**src/rtl/xfer_engine.sv**
```systemverilog
module xfer_engine #(
  parameter int NCH = 4,
  parameter int AW  = 32,
  parameter int NW  = 16,
  parameter int IW  = 16,
  parameter int CW  = $clog2(NCH)
) (
  input  logic          clk,
  input  logic          rst_n,
  input  logic          cfg_we,
  input  logic [CW-1:0] cfg_ch,
  input  logic [3:0]    cfg_sel,
  input  logic [31:0]   cfg_wdata,
  input  logic [CW-1:0] rd_ch,
  input  logic [3:0]    rd_sel,
  output logic [31:0]   rd_data,
  output logic          m_valid,
  output logic          m_write,
  output logic [AW-1:0] m_addr,
  output logic [1:0]    m_size,
  output logic [31:0]   m_wdata,
  input  logic          m_ready,
  input  logic [31:0]   m_rdata,
  output logic [NCH-1:0] ch_active,
  output logic [NCH-1:0] ch_done,
  output logic          irq
);
  typedef enum logic [2:0] {S_IDLE, S_LOAD, S_RD, S_WR, S_FIN} state_t;

  logic [AW-1:0] sa [NCH];
  logic [AW-1:0] da [NCH];
  logic [AW-1:0] sl [NCH];
  logic [AW-1:0] dl [NCH];
  logic [15:0]   so [NCH];
  logic [15:0]   dof [NCH];
  logic [1:0]    ssz [NCH];
  logic [1:0]    dsz [NCH];
  logic [NW-1:0] nb [NCH];
  logic [IW-1:0] cit [NCH];
  logic [IW-1:0] bit_q [NCH];
  logic [NCH-1:0] st, ie, act, dn, er, ip;

  state_t        state;
  logic [CW-1:0] cur, rr_last, gnt;
  logic          found;
  logic [AW-1:0] wsa, wda;
  logic [NW-1:0] left;
  logic [2:0]    pos;
  logic [31:0]   buff, buf_nx;

  function automatic logic [2:0] chunk_of(input logic [1:0] a, input logic [1:0] b);
    logic [2:0] x, y;
    x = 3'd1 << a;
    y = 3'd1 << b;
    return (x > y) ? x : y;
  endfunction

  wire [2:0] sb  = 3'd1 << ssz[cur];
  wire [2:0] db  = 3'd1 << dsz[cur];
  wire [2:0] chk = chunk_of(ssz[cur], dsz[cur]);
  wire [AW-1:0] soff_x = {{(AW-16){so[cur][15]}}, so[cur]};
  wire [AW-1:0] doff_x = {{(AW-16){dof[cur][15]}}, dof[cur]};

  wire [2:0] cfg_chk = chunk_of(ssz[cfg_ch], dsz[cfg_ch]);
  wire cfg_ok = (ssz[cfg_ch] != 2'd3) && (dsz[cfg_ch] != 2'd3) && (nb[cfg_ch] != '0) &&
                ((nb[cfg_ch][2:0] & (cfg_chk - 3'd1)) == 3'd0);

  always_comb begin
    found = 1'b0;
    gnt   = '0;
    for (int k = 1; k <= NCH; k++) begin
      if (!found && st[CW'(rr_last - CW'(k))]) begin
        found = 1'b1;
        gnt   = CW'(rr_last - CW'(k));
      end
    end
  end

  always_comb begin
    buf_nx = buff;
    for (int j = 0; j < 4; j++)
      if (j < int'(sb) && (int'(pos) + j) < 4)
        buf_nx[(int'(pos) + j)*8 +: 8] = m_rdata[j*8 +: 8];
  end

  assign m_valid   = (state == S_RD) || (state == S_WR);
  assign m_write   = (state == S_WR);
  assign m_addr    = m_write ? wda : wsa;
  assign m_size    = m_write ? dsz[cur] : ssz[cur];
  assign m_wdata   = buff >> {pos, 3'b000};
  assign ch_active = act;
  assign ch_done   = dn;
  assign irq       = |ip;

  always_comb begin
    case (rd_sel)
      4'd0:    rd_data = 32'(sa[rd_ch]);
      4'd1:    rd_data = 32'(da[rd_ch]);
      4'd2:    rd_data = {16'd0, so[rd_ch]};
      4'd3:    rd_data = {16'd0, dof[rd_ch]};
      4'd4:    rd_data = {28'd0, dsz[rd_ch], ssz[rd_ch]};
      4'd5:    rd_data = 32'(nb[rd_ch]);
      4'd6:    rd_data = {16'(bit_q[rd_ch]), 16'(cit[rd_ch])};
      4'd7:    rd_data = 32'(sl[rd_ch]);
      4'd8:    rd_data = 32'(dl[rd_ch]);
      4'd9:    rd_data = {26'd0, ip[rd_ch], er[rd_ch], dn[rd_ch], act[rd_ch], ie[rd_ch], st[rd_ch]};
      default: rd_data = 32'd0;
    endcase
  end

  always_ff @(posedge clk) begin
    if (!rst_n) begin
      for (int c = 0; c < NCH; c++) begin
        sa[c] <= '0; da[c] <= '0; sl[c] <= '0; dl[c] <= '0;
        so[c] <= '0; dof[c] <= '0; ssz[c] <= '0; dsz[c] <= '0;
        nb[c] <= '0; cit[c] <= '0; bit_q[c] <= '0;
      end
      st <= '0; ie <= '0; act <= '0; dn <= '0; er <= '0; ip <= '0;
      state <= S_IDLE; cur <= '0; rr_last <= '0;
      wsa <= '0; wda <= '0; left <= '0; pos <= '0; buff <= '0;
    end else begin
      if (cfg_we) begin
        if (cfg_sel == 4'd10) begin
          if (cfg_wdata[0]) ip[cfg_ch] <= 1'b0;
        end else if (!act[cfg_ch]) begin
          case (cfg_sel)
            4'd0: sa[cfg_ch]  <= cfg_wdata[AW-1:0];
            4'd1: da[cfg_ch]  <= cfg_wdata[AW-1:0];
            4'd2: so[cfg_ch]  <= cfg_wdata[15:0];
            4'd3: dof[cfg_ch] <= cfg_wdata[15:0];
            4'd4: begin ssz[cfg_ch] <= cfg_wdata[1:0]; dsz[cfg_ch] <= cfg_wdata[3:2]; end
            4'd5: nb[cfg_ch]  <= cfg_wdata[NW-1:0];
            4'd6: begin cit[cfg_ch] <= cfg_wdata[IW-1:0]; bit_q[cfg_ch] <= cfg_wdata[16+IW-1:16]; end
            4'd7: sl[cfg_ch]  <= cfg_wdata[AW-1:0];
            4'd8: dl[cfg_ch]  <= cfg_wdata[AW-1:0];
            4'd9: begin
              ie[cfg_ch] <= cfg_wdata[1];
              if (cfg_wdata[0]) begin
                if (cfg_ok) begin st[cfg_ch] <= 1'b1; er[cfg_ch] <= 1'b0; end
                else er[cfg_ch] <= 1'b1;
              end
            end
            default: ;
          endcase
        end
      end

      case (state)
        S_IDLE: if (found) begin
          st[gnt]  <= 1'b0;
          dn[gnt]  <= 1'b0;
          act[gnt] <= 1'b1;
          cur      <= gnt;
          rr_last  <= gnt;
          state    <= S_LOAD;
        end
        S_LOAD: begin
          wsa   <= sa[cur];
          wda   <= da[cur];
          left  <= nb[cur];
          pos   <= '0;
          state <= S_RD;
        end
        S_RD: if (m_ready) begin
          buff <= buf_nx;
          wsa  <= wsa + soff_x;
          if (pos + sb == chk) begin pos <= '0; state <= S_WR; end
          else pos <= pos + sb;
        end
        S_WR: if (m_ready) begin
          wda <= wda + doff_x;
          if (pos + db == chk) begin
            pos   <= '0;
            left  <= left - NW'(chk);
            state <= (left == NW'(chk)) ? S_FIN : S_RD;
          end else pos <= pos + db;
        end
        S_FIN: begin
          if (cit[cur] <= IW'(1)) begin
            cit[cur] <= bit_q[cur];
            sa[cur]  <= wsa + sl[cur];
            da[cur]  <= wda + dl[cur];
            dn[cur]  <= 1'b1;
            if (ie[cur]) ip[cur] <= 1'b1;
          end else begin
            cit[cur] <= cit[cur] - IW'(1);
            sa[cur]  <= wsa;
            da[cur]  <= wda;
          end
          act[cur] <= 1'b0;
          state    <= S_IDLE;
        end
        default: state <= S_IDLE;
      endcase
    end
  end

  p_single_active_r2: assert property (@(posedge clk) disable iff (!rst_n) $onehot0(act));

  p_req_hold_r7: assert property (@(posedge clk) disable iff (!rst_n)
    m_valid && !m_ready |=> m_valid && $stable(m_addr) && $stable(m_write) &&
                            $stable(m_size) && $stable(m_wdata));

  p_bus_needs_active_r2: assert property (@(posedge clk) disable iff (!rst_n)
    m_valid |-> (act != '0));

  for (genvar k = 0; k < NCH; k++) begin : g_chk
    p_done_closes_r9: assert property (@(posedge clk) disable iff (!rst_n)
      $rose(dn[k]) |-> $fell(act[k]));
    p_irq_with_done_r10: assert property (@(posedge clk) disable iff (!rst_n)
      $rose(ip[k]) |-> $rose(dn[k]));
    p_refused_idle_r11: assert property (@(posedge clk) disable iff (!rst_n)
      $rose(er[k]) |-> !st[k]);
    p_locked_step_r12: assert property (@(posedge clk) disable iff (!rst_n)
      cfg_we && cfg_ch == CW'(k) && cfg_sel == 4'd2 && act[k] |=> $stable(so[k]));
  end
endmodule

```
**config.mk**
```make
export PLATFORM = sky130hd
export DESIGN_NAME = xfer_engine
export DESIGN_NICKNAME = d
export VERILOG_FILES = /design/src/rtl/xfer_engine.sv
export SDC_FILE = /design/constraint.sdc
export NUM_CORES = 2
export LEC_CHECK = 0
export BUFFER_PORTS_ARGS = -buffer_cell sky130_fd_sc_hd__buf_2
export CAP_MARGIN = 40
export CORE_MARGIN = 1
export CORE_UTILIZATION = 56
export DETAILED_ROUTE_END_ITERATION = 7
export PLACE_DENSITY = 0.75
export SETUP_SLACK_MARGIN = 0.05
export SYNTH_ARGS = -nofsm -noshare
export SYNTH_HDL_FRONTEND = slang
export SYNTH_SLANG_ARGS = --single-unit
```
**constraint.sdc**
```tcl
create_clock -name clk -period 7.96 [get_ports clk]
set_clock_uncertainty 0.05 [all_clocks]
set_input_delay 1.99 -clock clk [delete_from_list [all_inputs] [get_ports clk]]
set_output_delay 1.99 -clock clk [all_outputs]
set_load 0.01 [all_outputs]
```
Word-level counts from Yosys, hierarchy flattened --
Memories as Yosys holds them, arrays and structs flattened. A register that Yosys moved wholly into a read port is not among the register bits. Index checks and enable logic that the tools add are counted.
Storage, ports and cells: flip-flop bits (word level) 144, RAM bits 848, logic and storage cells 405, memories 11
Memories:
- da | depth 4, bits a word 32, read ports 2, clocked after Yosys merged registers in 1, write ports 4, line 31 | logic [AW-1:0] da [NCH];
- dl | depth 4, bits a word 32, read ports 2, clocked after Yosys merged registers in 1, write ports 4, line 33 | logic [AW-1:0] dl [NCH];
- sa | depth 4, bits a word 32, read ports 2, clocked after Yosys merged registers in 1, write ports 4, line 30 | logic [AW-1:0] sa [NCH];
- sl | depth 4, bits a word 32, read ports 2, clocked after Yosys merged registers in 1, write ports 4, line 32 | logic [AW-1:0] sl [NCH];
- bit_q | depth 4, bits a word 16, read ports 2, clocked after Yosys merged registers in 1, write ports 4, line 40 | logic [IW-1:0] bit_q [NCH];
- cit | depth 4, bits a word 16, read ports 2, clocked after Yosys merged registers in 1, write ports 4, line 39 | logic [IW-1:0] cit [NCH];
- 5 more memories
Operators by class: add/subtract/negate cells 19, magnitude comparators 21, equality and inequality tests 34, shift operators 13, muxes and demuxes 223, bitwise operators 19, reduce and logical (&&, ||, !) cells 52
Operators with widths (count):
- $mux W32 | 15
- $pmux W32 S10 | 1
- $reduce_or A32 Y1 | 6
- $mux W16 | 9
- $shift A8 B33 Y32 const A | 4
- $shiftx A8 B33 Y32 | 4
- $add A32 B32 Y32 | 4
- $bwmux W32 | 4
- $pmux W32 S2 | 2
- $neg A7 Y33 | 3
- $lt A32 B4 Y1 const B | 3
- $mux W1 | 96
- $reduce_or A16 Y1 | 6
- $mux W2 | 43
- $mux W4 | 20
- $mux W3 | 12
- $neg A6 Y33 | 1
- $eq A4 B3 Y1 const B | 8
- $pmux W16 S2 | 1
- $shr A32 B6 Y32 | 1
- $bmux W1 S2 | 12
- $lt A2 B3 Y1 const B | 7
- $and A4 B4 Y4 | 5
- $eq A4 B4 Y1 const B | 5
- 48 further kinds | 109

Depth between registers and ports, before layout --
depth in word-level cells 21, mapped depth 26

Worst setup path after synthesis --
OpenSTA, ideal clock, no wires.
path kind input to output, start in rd_ch[0], end out rd_data[16], arrival time 4.332 ns, slack 1.588 ns, stages on the path 8, path buffers 4, cells stage by stage buf_2 buf_1 buf_1 clkbuf_1 mux2i_1 o22ai_1 nor4_1 a21oi_1
On the way: longest elaborated chain between the ends 2, elaborated cells on any way between the ends 6, those cells by class mux: 1; memory: 5
Ends and longest elaborated chain:
- start: declaration | line 14 | input logic [CW-1:0] rd_ch,
- $mem_v2 Z4 W32, or another cell as far along
- $pmux W32 S10 * | line 96 | case (rd_sel)
- end: declaration | line 16 | output logic [31:0] rd_data,
Mark *: on every way between the ends. The rest lies on a longest branch, timed or not.

Final worst setup path --
start in rd_ch[0], end out rd_data[5]
On the way: longest elaborated chain between the ends 3, elaborated cells on any way between the ends 11, those cells by class mux: 3; memory: 8
Ends and longest elaborated chain:
- $bmux W1 S2 | line 106 | 4'd9: rd_data = {26'd0, ip[rd_ch], er[rd_ch], dn[rd_ch], act[rd_ch], ie[rd_ch], st[rd_ch]};
- $mux W1 (not written as such) | line 106
- $pmux W32 S10 * | line 96
Mark *: on every way between the ends. The rest lies on a longest branch, timed or not. The select of a mux whose other input is x is not followed.

==> reports/results.tsv <==
stage	metric	value	unit
synthesis	synth-seq-area-share	46.4	%
detailed_routing	wl_per_cell	31.7	um
sta	final-hold-violation-count	0	
setup_path	crit_path_start_kind	input port	
clock_network	cts_tree	yes	
detailed_routing	final_antenna_net_count	0	
power	seqPwrFrac	48.5	%
sta	fin_crit_sh	85.1	%
power	ir_worst_vdd	0.168	mV
cells_and_area	utilization	62.8	%
cells_and_area	multi_input_area	0.0307	mm2
floorplanning	die-width	332	um
floorplanning	dieArea	0.111	mm2
sta	worst_slew_pin_slew	1.01	ns
floorplanning	die_y	332	um
placement	dp_cells	7043	
detailed_routing	first_pass_iters	8	
clock_network	cts_setup_buffers	0	
clock_network	cts_root_buffer	clkbuf_16	
setup_path	crit_path_end_kind	output port	
cells_and_area	fin_area	0.0676	mm2
clock_network	clk_pin_slew	0.06	ns
synthesis	synthFlopType	edfxtp_1	
global_route	grt_pass1_vias	49130	
cells_and_area	seq_area	0.0284	mm2
power	clkPwrFrac	41.1	%
flow_run	drv_cap	0	
cells_and_area	fin_nets	5994	
placement	dpl-instance-area	0.0642	mm2
setup_path	crit_type	input port to output port	
power	p_sw_share	25.9	%
detailed_routing	vias	51982	
synthesis	avgSynthCellArea	10.7	um2
setup_path	crit_required	5.92	ns
power	p_int	9.03	mW
clock_network	clkLatencyLatePin	0.72	ns
setup_path	cp-startpoint	rd_ch[0]	
sta	rsz0062_at_grt	false	
detailed_routing	drt_iter0_markers	9747	
cells_and_area	area_growth_syn_to_layout	10.5	%
global_route	grt_antenna_before_repair	23	
cells_and_area	fillers	8237	
sta	holdWs	0.428	ns
global_route	grt_overflow	0	
detailed_routing	via_per_inst	7.17	
synthesis	syn_area	0.0612	mm2
sta	setup_viol	0	
placement	port_buffers	188	
clock_network	hold_buffers	0	
synthesis	synth_cells	5734	
synthesis	syn_nets	5982	
power	power.density	180	mW/mm2
power	p_leak	25.8	nW
synthesis	synth-seq-cells	994	
clock_network	htree_levels	3	
detailed_routing	drc	2	
setup_path	ff2ff_setup_slack	1.98	ns
clock_network	clk_path_buf_depth	3	
sta	worst_slack	1.19	ns
cells_and_area	drive_gt1_share	16.8	%
setup_path	arrival	4.73	ns
clock_network	cts_resized	0	
power	power	12.2	mW
clock_network	cts_buffers	104	
outcome	status	finished with violations	
synthesis	synth-edff-count	848	
setup_path	r2r-end	da[1][31]	
sta	fmaxAchievable	148	MHz
global_route	grt_pass1_wl	330000	um
floorplanning	rows	120	
worst_hold_path	min_path_type	flop to flop	
setup_path	reg2reg_depth	14	
cells_and_area	instances_no_fill	7245	
power	p_comb_share	10.3	%
floorplanning	initial_utilization	56.8	%
detailed_routing	finalWirelength	230000	um
placement	place_ws	1.41	ns
synthesis	ys_types	88	
outcome	violations	DRC	
sta	max_slew_margin	32.7	%
setup_path	cp-endpoint	rd_data[5]	
global_route	grt_max_degree	78	
power	switchingPower	3.16	mW
synthesis	yosysWarningCount	0	
placement	gp_congestion	1.03	
floorplanning	io_pins	189	
synthesis	synthArstFlopShare	0	%
clock_network	clock-sinks	994	
sta	final-max-slew-violation-count	0	
setup_path	cp_max_fo	54	
floorplanning	coreArea	0.108	mm2
placement	post-dp-hpwl	160000	um
sta	setup_tns	0	ns
sta	fin_crit	6.77	ns
global_route	grt.total_usage	40.8	%
[cell usage after synthesis, drive strengths merged, types with 86 or more instances]
| library cell | number | area, um2 |
|---|---|---|
| a21oi | 303 | 1540 |
| buf | 86 | 402 |
| clkbuf | 356 | 1340 |
| dfxtp | 146 | 2920 |
| edfxtp | 848 | 25500 |
| ha | 161 | 2010 |
| inv | 167 | 627 |
| mux2i | 238 | 2380 |
| mux4 | 369 | 8310 |
| nand2 | 715 | 2680 |
| nor2 | 726 | 2730 |
| nor3 | 86 | 440 |
| o21ai | 460 | 2300 |
[state kept, by name, summed over array words and instances (netlist names), 8 cells and up, named ones only]
register / cells
dsz: 8
wsa: 32
wda: 32
ssz: 8
nb: 64
dl: 128
cit: 64
sa: 128
bit_q: 64
sl: 128
left: 16
so: 64
buff: 32
da: 128
dof: 64
[routing by layer]
metal | up-vias | global-route usage, % | wire length, um
met3 | 827 | 17.6 | 43100
met2 | 4761 | 58.5 | 96500
met1 | 24835 | 52.5 | 76100
met5 | - | 1.13 | 323
met4 | 24 | 20.8 | 13700
li1 | 21535 | - | -
[cell families (layout without fill, tap and decap cells)]
| logic type | after synthesis | after routing | share of synthesized area (%) |
|---|---|---|---|
| other | 0 | 7 | 0 |
| xor gates and xnor gates | 122 | 122 | 1.75 |
| and+or+nand+nor | 1913 | 1913 | 13.5 |
| adders and majority gates | 168 | 168 | 3.52 |
| buffers and inverters | 610 | 711 | 3.87 |
| DFF | 994 | 994 | 46.4 |
| muxes | 623 | 623 | 17.8 |
| AOI/OAI and AO/OA | 1304 | 1304 | 13.1 |
[placed cells by master, fill, tap and decap left out, types with 50 or more instances in the layout]
master	synthesis	final
inv_1	166	165
nor2_1	726	710
a22o_1	50	50
and2_1	59	59
buf_4	7	118
dfxtp_1	146	143
nand2_1	715	711
clkbuf_16	0	105
mux2i_1	238	238
a22oi_1	56	56
o22ai_1	70	70
nand3_1	70	67
nor3_1	84	79
edfxtp_1	848	848
ha_1	161	161
mux4_2	369	369
a21oi_1	297	296
a21o_1	78	78
o21ai_0	453	422
xnor2_1	73	73
buf_2	36	186
[worst max-delay path, cell delays in order]
cell,delay [ns]
buf_8,0.51
buf_4,0.37
mux4_2,0.56
a22oi_1,0.61
nand4_1,0.36
buf_2,0.24
[power groups by stage]
| stage | Sequential (mW) | Combinational, mW | Clock (mW) |
|---|---|---|---|
| 2_1_floorplan | 5.98 | 0.709 | 0 |
| 3_3_place_gp | 6.01 | 1.15 | 0 |
| 3_5_place_dp | 6.02 | 1.18 | 0 |
| 4_1_cts | 5.91 | 1.19 | 4.97 |
| 5_1_grt | 5.93 | 1.28 | 5.16 |
| 6_report | 5.92 | 1.26 | 5.02 |
[worst min-delay path by stage]
| stage | end | cells after the start | slack, ns | from |
|---|---|---|---|---|
| final | left[14] | 2 | 0.43 | left[14] |
| after global routing | ip[3] | 2 | 0.45 | ip[3] |
| after CTS | left[14] | 2 | 0.43 | left[14] |
| after detailed placement | left[14] | 2 | 0.42 | left[14] |
| after global placement | left[14] | 2 | 0.41 | left[14] |
| after floorplan | left[7] | 2 | 0.39 | left[7] |
[layout make-up]
cell class,count,share of cell area [%]
Multi-Input combinational cell,4130,45.5
Sequential cell,994,42.0
Clock buffer,135,4.10
Timing Repair Buffer,348,3.92
Tap cell,1403,2.60
Clock inverter,60,0.950
Inverter,168,0.937
Antenna cell,7,0.0259
(Power assumes the default switching activity.)
